===== config.mk =====
export PLATFORM = sky130hd
export DESIGN_NAME = cfg_synth_loader
export DESIGN_NICKNAME = d
export VERILOG_FILES = /design/src/rtl/cfg_synth_pkg.sv /design/src/rtl/cfg_sync.sv /design/src/rtl/cfg_loader.sv /design/src/rtl/cfg_out_div.sv /design/src/rtl/cfg_synth_loader.sv
export SDC_FILE = /design/constraint.sdc
export NUM_CORES = 1
export LEC_CHECK = 0
export ABC_AREA = 1
export BUFFER_PORTS_ARGS = -buffer_cell sky130_fd_sc_hd__clkbuf_2
export CAP_MARGIN = 5
export CORE_MARGIN = 2
export CORE_UTILIZATION = 54
export CTS_CLUSTER_DIAMETER = 120
export DETAILED_ROUTE_END_ITERATION = 7
export HOLD_SLACK_MARGIN = 0.06
export PLACE_DENSITY = 0.78
export SLEW_MARGIN = 20
export SYNTH_ARGS = -nofsm -noshare
export SYNTH_HDL_FRONTEND = slang
export SYNTH_SLANG_ARGS = --single-unit

===== constraint.sdc =====
create_clock -name clk -period 2.1 [get_ports clk]
set_input_delay 0.21 -clock clk [delete_from_list [all_inputs] [get_ports clk]]
set_output_delay 0.21 -clock clk [all_outputs]
set_load 0.01 [all_outputs]

===== src/rtl/cfg_synth_pkg.sv =====
package cfg_synth_pkg;
  localparam int TSEL_W = 2;

  typedef enum logic [TSEL_W-1:0] {
    TSEL_SHIFT_HEAD = 2'd0,
    TSEL_DIV_OUT    = 2'd1,
    TSEL_REF_TICK   = 2'd2,
    TSEL_CONST_HI   = 2'd3
  } test_sel_e;
endpackage


===== src/rtl/cfg_sync.sv =====
module cfg_sync #(
  parameter int          WIDTH  = 4,
  parameter int          STAGES = 2,
  parameter logic [WIDTH-1:0] IDLE = '0
) (
  input  logic             clk,
  input  logic             rst,
  input  logic [WIDTH-1:0] async_i,
  output logic [WIDTH-1:0] sync_o
);
  logic [WIDTH-1:0] stage_q [STAGES];

  genvar gs;
  generate
    for (gs = 0; gs < STAGES; gs++) begin : g_stage
      if (gs == 0) begin : g_first
        always_ff @(posedge clk) begin
          if (rst) stage_q[gs] <= IDLE;
          else     stage_q[gs] <= async_i;
        end
      end else begin : g_rest
        always_ff @(posedge clk) begin
          if (rst) stage_q[gs] <= IDLE;
          else     stage_q[gs] <= stage_q[gs-1];
        end
      end
    end
  endgenerate

  assign sync_o = stage_q[STAGES-1];
endmodule


===== src/rtl/cfg_loader.sv =====
module cfg_loader #(
  parameter int M_W = 9,
  parameter int N_W = 3,
  parameter int T_W = 2
) (
  input  logic           clk,
  input  logic           rst,
  input  logic           par_ev,
  input  logic [M_W-1:0] m_pin,
  input  logic [N_W-1:0] n_pin,
  input  logic           shift_ev,
  input  logic           shift_bit,
  input  logic           xfer_ev,
  output logic [M_W-1:0] m_q,
  output logic [N_W-1:0] n_q,
  output logic [T_W-1:0] t_q,
  output logic           serial_mode,
  output logic           shift_head
);
  localparam int FRAME_W = T_W + N_W + M_W;

  logic [FRAME_W-1:0] hold_q;

  always_ff @(posedge clk) begin
    if (rst)           hold_q <= '0;
    else if (shift_ev) hold_q <= {hold_q[FRAME_W-2:0], shift_bit};
  end

  always_ff @(posedge clk) begin
    if (rst) begin
      m_q         <= '0;
      n_q         <= '0;
      t_q         <= '0;
      serial_mode <= 1'b0;
    end else if (par_ev) begin
      m_q         <= m_pin;
      n_q         <= n_pin;
      serial_mode <= 1'b0;
    end else if (xfer_ev) begin
      {t_q, n_q, m_q} <= hold_q;
      serial_mode     <= 1'b1;
    end
  end

  assign shift_head = hold_q[FRAME_W-1];

  AST_CFG_ONLY_ON_LOAD: assert property (@(posedge clk) disable iff (rst)
    !(par_ev || xfer_ev) |=> $stable({t_q, n_q, m_q}));
  AST_PAR_ENDS_SERIAL: assert property (@(posedge clk) disable iff (rst)
    par_ev |=> !serial_mode);
  AST_XFER_STARTS_SERIAL: assert property (@(posedge clk) disable iff (rst)
    (xfer_ev && !par_ev) |=> serial_mode);
endmodule


===== src/rtl/cfg_out_div.sv =====
module cfg_out_div #(
  parameter int N_W = 3
) (
  input  logic           clk,
  input  logic           rst,
  input  logic           mr,
  input  logic [N_W-1:0] n_code,
  input  logic           mode_pll,
  input  logic           pll_tick,
  input  logic           ref_tick,
  output logic           div_q,
  output logic           wrap
);
  localparam int CNT_W = (1 << N_W) - 1;

  logic [CNT_W-1:0] cnt_q;
  logic [CNT_W-1:0] limit;
  logic             act_pll_q;
  logic             src_tick;

  always_comb begin
    limit = '0;
    for (int i = 0; i < CNT_W; i++)
      if (i < int'(n_code)) limit[i] = 1'b1;
  end

  assign src_tick = act_pll_q ? pll_tick : ref_tick;
  assign wrap     = src_tick && (cnt_q >= limit);

  always_ff @(posedge clk) begin
    if (rst || mr) begin
      cnt_q     <= '0;
      div_q     <= 1'b0;
      act_pll_q <= mode_pll;
    end else if (src_tick) begin
      if (cnt_q >= limit) begin
        cnt_q     <= '0;
        div_q     <= ~div_q;
        act_pll_q <= mode_pll;
      end else begin
        cnt_q <= cnt_q + 1'b1;
      end
    end
  end

  AST_MR_CLEARS_DIV: assert property (@(posedge clk) disable iff (rst)
    mr |=> (!div_q && cnt_q == '0));
  AST_WRAP_RESTARTS: assert property (@(posedge clk) disable iff (rst)
    (wrap && !mr) |=> (cnt_q == '0));
  AST_MODE_AT_BOUNDARY: assert property (@(posedge clk) disable iff (rst)
    !(wrap || mr) |=> $stable(act_pll_q));
endmodule


===== src/rtl/cfg_synth_loader.sv =====
module cfg_synth_loader
  import cfg_synth_pkg::*;
#(
  parameter int M_W         = 9,
  parameter int N_W         = 3,
  parameter int SYNC_STAGES = 2
) (
  input  logic           clk,
  input  logic           rst,
  input  logic           mr_i,
  input  logic           pll_mode_i,
  input  logic           xtal_sel_i,
  input  logic           pll_tick_i,
  input  logic           xtal_tick_i,
  input  logic           ref_tick_i,
  input  logic           pload_n_i,
  input  logic [M_W-1:0] m_i,
  input  logic [N_W-1:0] n_i,
  input  logic           sclk_i,
  input  logic           sdata_i,
  input  logic           sload_i,
  output logic           fout_o,
  output logic           fout_n_o,
  output logic           test_o,
  output logic           ref_sel_o,
  output logic           pll_mode_o,
  output logic [M_W-1:0] m_o,
  output logic [N_W-1:0] n_o,
  output logic [TSEL_W-1:0] t_o
);
  localparam int         CTL_W    = 4;
  localparam logic [CTL_W-1:0] CTL_IDLE = 4'b1000;

  logic [CTL_W-1:0] ctl_s, ctl_prev;
  logic par_ev, shift_ev, xfer_ev;
  logic serial_mode, shift_head;
  logic div_q, wrap;
  logic ref_src;

  cfg_sync #(.WIDTH(CTL_W), .STAGES(SYNC_STAGES), .IDLE(CTL_IDLE)) u_sync (
    .clk     (clk),
    .rst     (rst),
    .async_i ({pload_n_i, sclk_i, sdata_i, sload_i}),
    .sync_o  (ctl_s)
  );

  always_ff @(posedge clk) begin
    if (rst) ctl_prev <= CTL_IDLE;
    else     ctl_prev <= ctl_s;
  end

  assign par_ev   = ctl_s[3] & ~ctl_prev[3];
  assign shift_ev = ctl_s[2] & ~ctl_prev[2];
  assign xfer_ev  = ctl_s[0] & ~ctl_prev[0];

  cfg_loader #(.M_W(M_W), .N_W(N_W), .T_W(TSEL_W)) u_loader (
    .clk         (clk),
    .rst         (rst),
    .par_ev      (par_ev),
    .m_pin       (m_i),
    .n_pin       (n_i),
    .shift_ev    (shift_ev),
    .shift_bit   (ctl_s[1]),
    .xfer_ev     (xfer_ev),
    .m_q         (m_o),
    .n_q         (n_o),
    .t_q         (t_o),
    .serial_mode (serial_mode),
    .shift_head  (shift_head)
  );

  always_ff @(posedge clk) begin
    if (rst) begin
      ref_sel_o  <= 1'b0;
      pll_mode_o <= 1'b0;
    end else begin
      ref_sel_o  <= xtal_sel_i;
      pll_mode_o <= pll_mode_i;
    end
  end

  assign ref_src = ref_sel_o ? xtal_tick_i : ref_tick_i;

  cfg_out_div #(.N_W(N_W)) u_div (
    .clk      (clk),
    .rst      (rst),
    .mr       (mr_i),
    .n_code   (n_o),
    .mode_pll (pll_mode_o),
    .pll_tick (pll_tick_i),
    .ref_tick (ref_src),
    .div_q    (div_q),
    .wrap     (wrap)
  );

  assign fout_o   = div_q;
  assign fout_n_o = ~div_q;

  always_ff @(posedge clk) begin
    if (rst || !serial_mode) test_o <= 1'b0;
    else begin
      unique case (test_sel_e'(t_o))
        TSEL_SHIFT_HEAD: test_o <= shift_head;
        TSEL_DIV_OUT:    test_o <= div_q;
        TSEL_REF_TICK:   test_o <= ref_src;
        TSEL_CONST_HI:   test_o <= 1'b1;
      endcase
    end
  end

  AST_TEST_LOW_PARALLEL: assert property (@(posedge clk) disable iff (rst)
    !serial_mode |=> !test_o);
  AST_MR_HOLDS_PAIR: assert property (@(posedge clk) disable iff (rst)
    $past(mr_i) |-> (!fout_o && fout_n_o));
endmodule


* Yosys cells after proc, flatten, opt, wreduce, memory -nomap -nowiden
Memories as Yosys holds them, arrays and structs flattened.
Cells that the tools add are included.
** Cells by class
- $add $sub $neg :: 1
- Multiply operators :: 0
- Divide/modulo/power cells :: 0
- $lt $le $gt $ge :: 8
- Equal/unequal tests :: 3
- Shift operators :: 0
- Muxes and demuxes :: 23
- Bitwise operators :: 10
- Reductions and logical operators :: 11
** Operators with widths (count)
- 9-bit 2-to-1 mux :: 2
- 1-bit 2-to-1 mux :: 15
- 3-bit < comparator (first input constant) :: 3
- 4-bit 2-to-1 mux :: 2
- 7-bit by 1-bit adder with 7-bit output (second input constant) :: 1
- 7-bit greater-or-equal comparator :: 1
- 7-bit 2-to-1 mux :: 1
- 1-bit by 3-bit < comparator with 1-bit output (first input constant) :: 2
- 2-bit by 3-bit < comparator with 1-bit output (first input constant) :: 2
- 3-bit 2-to-1 mux :: 2
- 2-bit AND reduction :: 3
- 2-bit nonzero test :: 3
- 1-bit NOT :: 5
- 2-bit equality test (second input constant) :: 2
- 1-bit case mux with 4 select lines :: 1
- 1-bit AND :: 3
- 2-bit by 1-bit equality test with 1-bit output (second input constant) :: 1
- 2-bit logical NOT :: 1
- 1-bit logical OR :: 2
- 1-bit OR :: 2
- 2-bit OR reduction :: 1
- 1-bit logical NOT :: 1
** Word-level totals
- Register bits after elaboration :: 45
- Bits in latches :: 0
- Bits in writable memories :: 8
- Bits in read-only memories :: 0
- Input bits :: 24
- Output and inout bits :: 19
- Logic and storage cells :: 69
- Memories kept :: 1
** Memory list
- u_sync.stage_q :: depth 2, width 4, read ports 2, clocked after Yosys merged registers in 0, write ports 2, RTL line cfg_sync.sv:11 : logic [WIDTH-1:0] stage_q [STAGES];

* Logic depth before layout (Yosys ltp)
Gate-level depths: netlist of run 1.
- Depth after elaboration :: 6
- Depth in mapped cells :: 12
- Gate-level depth less buffers :: 12

* By module
From an unflattened synthesis of run 1, not the netlist that was laid out.
** Second synthesis, totals
- Cell total of the unflattened synthesis :: 317
- Area total of the unflattened synthesis :: 2270.9 µm²
** Modules (own cells, without submodules)
- cfg_loader :: times used 1, cells an instance 165, area each 1166.1 µm², seq. area each 580.6 µm²
- cfg_out_div :: times used 1, cells an instance 90, area each 638.1 µm², seq. area each 190.2 µm²
- cfg_synth_loader :: times used 1, cells an instance 37, area each 242.7 µm², seq. area each 120.1 µm²
- cfg_sync :: times used 1, cells an instance 25, area each 224.0 µm², seq. area each 160.2 µm²

* Least setup slack after synthesis of run 1
Ideal clock, no wire load.
- Path kind :: register to register
- From :: register u_loader.n_q[2]
- To :: register u_div.act_pll_q, enable pin
- Setup time :: 0.307 ns
- Arrival :: 1.298 ns
- Required time :: 1.793 ns
- Slack :: 0.495 ns
- Stages on the path, launching flop included :: 9
- Buffers on the path :: 0
- Period minus slack after synthesis :: 1.605 ns
- Path through :: dfxtp_1 -> nand3_1 -> ha_1 -> nand2_1 -> nor2_1 -> nand2_1 -> nand2_1 -> nand2_1 -> nand2_2
** Between the ends
- Cells in the longest elaborated chain, start to end :: 5
- Elaborated cells on any way between the ends :: 17
- Classes of those cells :: order compare: 8; mux: 7; reduce/logical: 2
** Ends and longest elaborated chain
- from (decl) :: RTL line cfg_loader.sv:15 : output logic [N_W-1:0] n_q,
- from (signal assigned) :: RTL line cfg_loader.sv:37 : n_q <= n_pin;
- from (signal assigned) :: RTL line cfg_loader.sv:40 : {t_q, n_q, m_q} <= hold_q;
- 1-bit by 3-bit < comparator with 1-bit output (tied with other cells) :: RTL line cfg_out_div.sv:24 : if (i < int'(n_code)) limit[i] = 1'b1;
- 1-bit 2-to-1 mux :: RTL line cfg_out_div.sv:24
- 7-bit greater-or-equal comparator (*)
- 2-bit nonzero test (no source line) (*)
- 2-bit AND reduction (no source line) (*)
- to (signal assigned) :: RTL line cfg_out_div.sv:34 : act_pll_q <= mode_pll;
- to (signal assigned) :: RTL line cfg_out_div.sv:39 : act_pll_q <= mode_pll;
- to (decl) :: RTL line cfg_out_div.sv:18 : logic act_pll_q;
Every way passes the cells marked *; elsewhere a longest branch is shown, timed or not.
A chain may end at the register's enable or synchronous reset.

* Worst setup path after layout of run 1
- From :: register u_loader.n_q[1]
- To :: register u_div.act_pll_q, enable pin
The elaborated chain is that of the path after synthesis.

==> flow_summary.toml, run 1 <==
[outcome]
status = "completed"

[drt]
drc = 0
wl_per_cell_um = 11.1
drt-total-wl_um = 4280
drt-pass1-iter-count = 4
viasPerCell = 4.83
drt_iter0_markers = 66
ant_nets = 0
vias = 1859

[floorplan]
rows = 23
floorplan.initialDensity = 0.560
die_w_um = 68.2
die_y_um = 68.2
core_mm2 = 0.00397
ios = 43
die_area_mm2 = 0.00464

[power]
leakagePower_nw = 1.17
p_sw_frac = 0.248
power_switching_mw = 0.463
power.density_mw_per_mm2 = 735
pwr-share-comb = 0.099
pwr-share-seq = 0.564
power.total_mw = 1.87
p_int_mw = 1.40
power_frac_clock = 0.337
ir_worst_vdd_uv = 619

[global_routing]
grtUsageTotal = 0.197
overflow = 0
antenna_found_initial = 0
grt_max_degree = 20
grt_pass1_wl_um = 6800
grt_pass1_vias = 1541

[timing]
period_needed_ns = 1.71
skew_ns = 0.00740
relSlewSlack = 0.726
max_freq_ghz = 0.586
drv_slew = 0
hold_violations = 0
rsz0062_at_grt = "no"
period_share = 0.812
worstMarginPinSlew_ns = 0.410
setup-violations-final = 0
fin_setup_tns_ns = 0

[cts]
path_clk_slew_ns = 0.09
cts_max_level = 2
cts_buffer_depth = 2
cts-root-buf = "clkbuf_8"
cts_resized = 0
hold_buffers = 0
clk_latency_ns = 0.31
numCtsBuffers = 5
cts_tree = "yes"
clock_sinks = 52
cts_setup_buffers = 0

[synth]
syn_nets = 326
ys_warn_count = 0
synth_top_family_by_area = "simple AND/OR/NAND/NOR gates"
synth_seq_cells = 52
synth_edf_count = 1
synthSimpleGateAreaFrac = 0.285
synth.cell_area_mm2 = 0.00222
post_synth_num_cell_types = 28
ys.flop_type = "dfxtp_1"
netlist_instances = 294
synth.area.mux_share = 0
async_flop_share = 0
synth_xor_area_frac = 0.00788
synth_compound_area_frac = 0.0991
ys_seq_area_frac = 0.473
synth_fa_ha_area_frac = 0.0450
syn_area_per_cell_um2 = 7.56

[flow_run]
maxCapViolCount = 0

[worst_setup_path]
start_kind = "flip-flop"
worstPathCellList = "nor2_1 -> nand2_1 -> ha_1 -> inv_1 -> nand2_1 -> nand2_1 -> nand2_1 -> nand2_1 -> nand2_1 -> nand2_1 -> nand2_2"
cp.arrival_ns = 1.72
cpMostUsedCell = "nand2_1"
cp_max_fo = 8
slowest_delay_ns = 0.37
worstPathRequired_ns = 2.12
path_class = "reg -> reg"
cpMaxStageDelayCell = "dfxtp_1"
cp-end-kind = "flip-flop"
crit_buf_inv = 1
critical-path-top-delay-family = "simple AND/OR/NAND/NOR gates"

[place]
dp_hpwl_um = 3100
gp_congestion = 0.776
portBuffers = 42

[min_path]
hp-class = "in -> reg"

[cells_and_area]
nFillCells = 354
drive_gt1_frac = 0.212
ff_latch_area_mm2 = 0.00105
antennaDiodeCount = 0
final_net_count = 366
area_growth_pct = 14.3
multi_input_area_um2 = 971
==> flip-flops by register name (all words and copies together), names as in the netlist <==
name / flops
u_loader.hold_q: 14
u_loader.m_q: 9
u_sync.stage_q: 8
u_div.cnt_q: 7
ctl_prev: 3
u_loader.n_q: 3
u_loader.t_q: 2
pll_mode_o: 1
ref_sel_o: 1
test_o: 1
u_div.act_pll_q: 1
u_div.div_q: 1
u_loader.serial_mode: 1
==> through the flow <==
stage / utilization / area, µm² / hold WS [ns] / std cells / setup WS [ns]
after CTS: 0.640 / 2540 / 0.0708 / 385 / 0.377
after global routing: 0.640 / 2540 / 0.0706 / 385 / 0.201
after detailed placement: 0.614 / 2440 / 0.397 / 377 / 0.387
after floorplan: - / 2220 / 0.314 / 294 / 0.495
final: 0.640 / 2540 / 0.0749 / 385 / 0.395
after global placement: 0.614 / 2440 / 0.390 / 377 / 0.453
==> tightest hold or removal path, stage by stage <==
cell and delay (ns):
clkbuf_2 0.08, inv_1 0.04, nor2_1 0.03
==> layout by cell type (no fill, tap or decap), types with 7 or more instances in the layout <==
cell,count
nand2_1,68
nor2_1,51
clkbuf_2,42
inv_1,32
dfxtp_1,51
a21oi_1,7
nand2_2,7
a31oi_1,12
o21ai_0,17
ha_1,8
==> power by group through the flow <==
stage | Combinational, mW | Clock (mW) | Sequential [mW]
floorplan | 0.130 | 0 | 1.08
global placement | 0.178 | 0 | 1.08
detailed placement | 0.182 | 0 | 1.08
CTS | 0.184 | 0.644 | 1.05
global route | 0.210 | 0.677 | 1.06
finish | 0.184 | 0.629 | 1.05
==> per-layer routing <==
layer,vias up,share of wire,wire [µm],track usage
li1,995,-,-,-
met1,829,0.48,2040,0.247
met2,27,0.47,2010,0.318
met3,8,0.035,148,0.0559
met4,0,0.021,89,0.0825
met5,-,0,0,0
==> worst paths after layout <==
| kind | start | to | slack (ns) | cells past startpoint |
|---|---|---|---|---|
| worst max register to register | u_loader.n_q[1] | u_div.act_pll_q | 0.39 | 11 |
| worst max-delay path | u_loader.n_q[1] | u_div.act_pll_q | 0.39 | 11 |
| worst min-delay path | sdata_i | u_sync.stage_q[0][1] | 0.07 | 3 |
| worst min register to register | u_sync.stage_q[0][0] | u_sync.stage_q[1][0] | 0.41 | 2 |
==> cell usage after synthesis (2+ instances only) <==
master	instances	share of area
a21oi_1	7	0.016
nand2_1	68	0.11
o21ai_0	17	0.038
nor2_1	51	0.086
xor2_1	2	0.0079
o21ai_1	5	0.011
ha_1	8	0.045
clkbuf_1	3	0.0051
inv_1	32	0.054
or2_2	2	0.0056
buf_2	4	0.0090
nor2_4	4	0.020
nor3_1	2	0.0045
dfxtp_1	51	0.46
a31oi_1	12	0.034
nand2_2	7	0.020
nand3_1	5	0.011
inv_2	4	0.0068
==> cell families (layout without fill, tap and decap cells) <==
family | count (synthesis) | after routing
fa+ha+maj | 8 | 8
xor+xnor | 2 | 2
simple gates | 145 | 145
compound gates | 41 | 41
buf+inv | 46 | 87
flops | 52 | 52
==> area by class of cell <==
type | count | area share
inverter | 36 | 0.0532
clock inverter | 1 | 0.00197
clock buffer | 7 | 0.0384
timing repair buffer | 43 | 0.0857
tap | 50 | 0.0246
sequential | 52 | 0.414
multi-input combinational | 196 | 0.382
Power figures use the tool's default switching activity.
==> inputs of run 2 (changes only) <==
Settings changed: CORE_UTILIZATION 54 to 49, PLACE_DENSITY 0.78 to 0.75.
Clock period 2.1 ns to 1.5 ns, I/O delays scaled along.
==> run 2 against run 1 <==
- the flow now finishes with violations (setup timing)
- clock skew is 0.0050 ns higher
- largest cell class unchanged
- non-clock buffer count is 16 higher
- total power up 37%
- highest routed layer unchanged
- critical endpoint unchanged
- flip-flop and latch count is the same
- via count rose by 6.2%
- worst hold slack better by 0.0098 ns
- die area up 9.6%
- critical path depth unchanged
- utilization fell by 1.3 points
- first-iteration DRC count up 33%
- sequential share of layout area down 2.5 points
==> flow_summary.toml, run 2 (same netlist as run 1, synthesis figures left out) <==
[timing]
rsz0062_at_grt = "yes"
worstMarginPinSlew_ns = 0.386
setup-violations-final = 8
skew_ns = 0.0124
layout_setup_ws_ns = -0.0855
hold_violations = 0
drv_slew = 0
period_share = 1.06
relSlewSlack = 0.742
period_needed_ns = 1.59
max_freq_ghz = 0.631

[worst_setup_path]
cp-end-kind = "flip-flop"
r2r_end = "u_div.act_pll_q"
cpMaxStageDelayCell = "dfxtp_4"
start_kind = "flip-flop"
worstPathRequired_ns = 1.52
cp-endpoint = "u_div.act_pll_q"
worstPathCellList = "nor2_4 -> buf_4 -> ha_1 -> nand2_1 -> inv_1 -> nand2_1 -> nand2_1 -> nand2_1 -> nand2_1 -> nand2_1 -> nand2_2"
cp.arrival_ns = 1.60
critical-path-top-delay-family = "simple AND/OR/NAND/NOR gates"
regToRegSetupSlack_ns = -0.09
worstSetupStartpoint = "u_loader.n_q[2]"
reg2reg_from = "u_loader.n_q[2]"
cpMostUsedCell = "nand2_1"
slowest_delay_ns = 0.40
worst-path-stages = 11
cp_max_fo = 7
path_class = "reg -> reg"
crit_buf_inv = 2
rr_worst_depth = 11

[floorplan]
core_mm2 = 0.00435
rows = 24
die_y_um = 71.3
ios = 43
floorplan.initialDensity = 0.510
die_area_mm2 = 0.00509
die_w_um = 71.3

[global_routing]
grt_pass1_wl_um = 7710
antenna_found_initial = 0
overflow = 0
grtUsageTotal = 0.191
grt_max_degree = 20
grt_pass1_vias = 1767

[drt]
drc = 0
drt-pass1-iter-count = 4
drt-total-wl_um = 4440
wl_per_cell_um = 11.0
ant_nets = 0
drt_iter0_markers = 88
vias = 1975
viasPerCell = 4.90

[outcome]
status = "finished, violations left"
violations = "setup timing"

[cells_and_area]
ff_latch_area_mm2 = 0.00106
area_growth_pct = 22.7
top_register = "u_loader.hold_q"
drive_gt1_frac = 0.256
largest_registers = "u_loader.hold_q: 14 flops, u_loader.m_q: 9 flops, u_sync.stage_q: 8 flops"
antennaDiodeCount = 0
finalNonFillerCells = 403
nFillCells = 380
largest_reg_flops = 14
multi_input_area_mm2 = 0.00102
final_cell_area_mm2 = 0.00273
final_net_count = 382
layout_common_cells = "68 x nand2_1, 48 x dfxtp_1, 46 x nor2_1, 42 x clkbuf_2, 32 x inv_1"
mostFrequentLayoutCell = "nand2_1"

[flow_run]
maxCapViolCount = 0

[cts]
clk_latency_ns = 0.31
cts_tree = "yes"
cts-root-buf = "clkbuf_8"
path_clk_slew_ns = 0.10
numCtsBuffers = 5
cts_buffer_depth = 2
cts_max_level = 2
clock_sinks = 52

[place]
gp_congestion = 0.720
dp_hpwl_um = 3180
portBuffers = 42
dp_cells = 388
placed_cell_area_mm2 = 0.00252
pre_cts_ws_ns = -0.0445

[power]
power.total_mw = 2.56
leakagePower_nw = 1.24
ir_worst_vdd_uv = 761
power.density_mw_per_mm2 = 939

[min_path]
hp-class = "in -> reg"
==> run 2: cell types whose count changed in the layout (fill, tap and decap cells not counted), sizes merged <==
cell	delta
clkinvlp	+1
clkbuf	-1
dlygate4sd3	+6
buf	+10
==> run 2: cell type report <==
| class | instances | area share |
|---|---|---|
| Clock inverter | 2 | 0.00597 |
| Inverter | 36 | 0.0496 |
| Multi-Input combinational cell | 196 | 0.373 |
| Tap cell | 52 | 0.0239 |
| Timing Repair Buffer | 59 | 0.132 |
| Clock buffer | 6 | 0.0266 |
| Sequential cell | 52 | 0.389 |
==> run 2: worst min path at each step <==
stage / from / to / cells past startpoint
after global routing: n_i[0] / u_loader.n_q[0] / 3
after detailed placement: pload_n_i / u_sync.stage_q[0][3] / 2
after global placement: pload_n_i / u_sync.stage_q[0][3] / 2
after CTS: m_i[4] / u_loader.m_q[4] / 3
after floorplan: pload_n_i / u_sync.stage_q[0][3] / 1
final: m_i[5] / u_loader.m_q[5] / 3
==> run 2: metrics by stage <==
stage	util	setup TNS (ns)	hold WS, ns
6_report	0.626	-0.548	0.0847
2_1_floorplan	-	-0.0281	0.254
3_3_place_gp	0.580	-0.0572	0.342
4_1_cts	0.616	-0.485	0.0844
5_1_grt	0.626	-1.63	0.0876
3_5_place_dp	0.580	-0.265	0.343
==> run 2: worst min-delay path: stages <==
cell	delay [ns]
clkbuf_2	0.08
nand2_1	0.05
a31oi_1	0.07
==> run 2: where the power goes <==
group / switching (mW) / internal, mW
sequential: 0.0349 / 1.44
clock: 0.452 / 0.332
combinational: 0.175 / 0.130
total: 0.662 / 1.90
==> run 2: what timing repair did <==
action,in CTS,in global routing
hold endpoints to repair,6,0
hold buffers,6,0
gates resized for setup,2,10
pin swaps,1,7
buffers inserted,0,1
endpoints found under the setup margin,8,9
==> run 2: layer usage <==
layer	GRT usage	up-vias	wire length, µm
met3	0.0506	5	203
met2	0.308	45	2140
li1	-	1034	-
met1	0.246	891	2030
met4	0.0713	0	68
met5	0	-	0
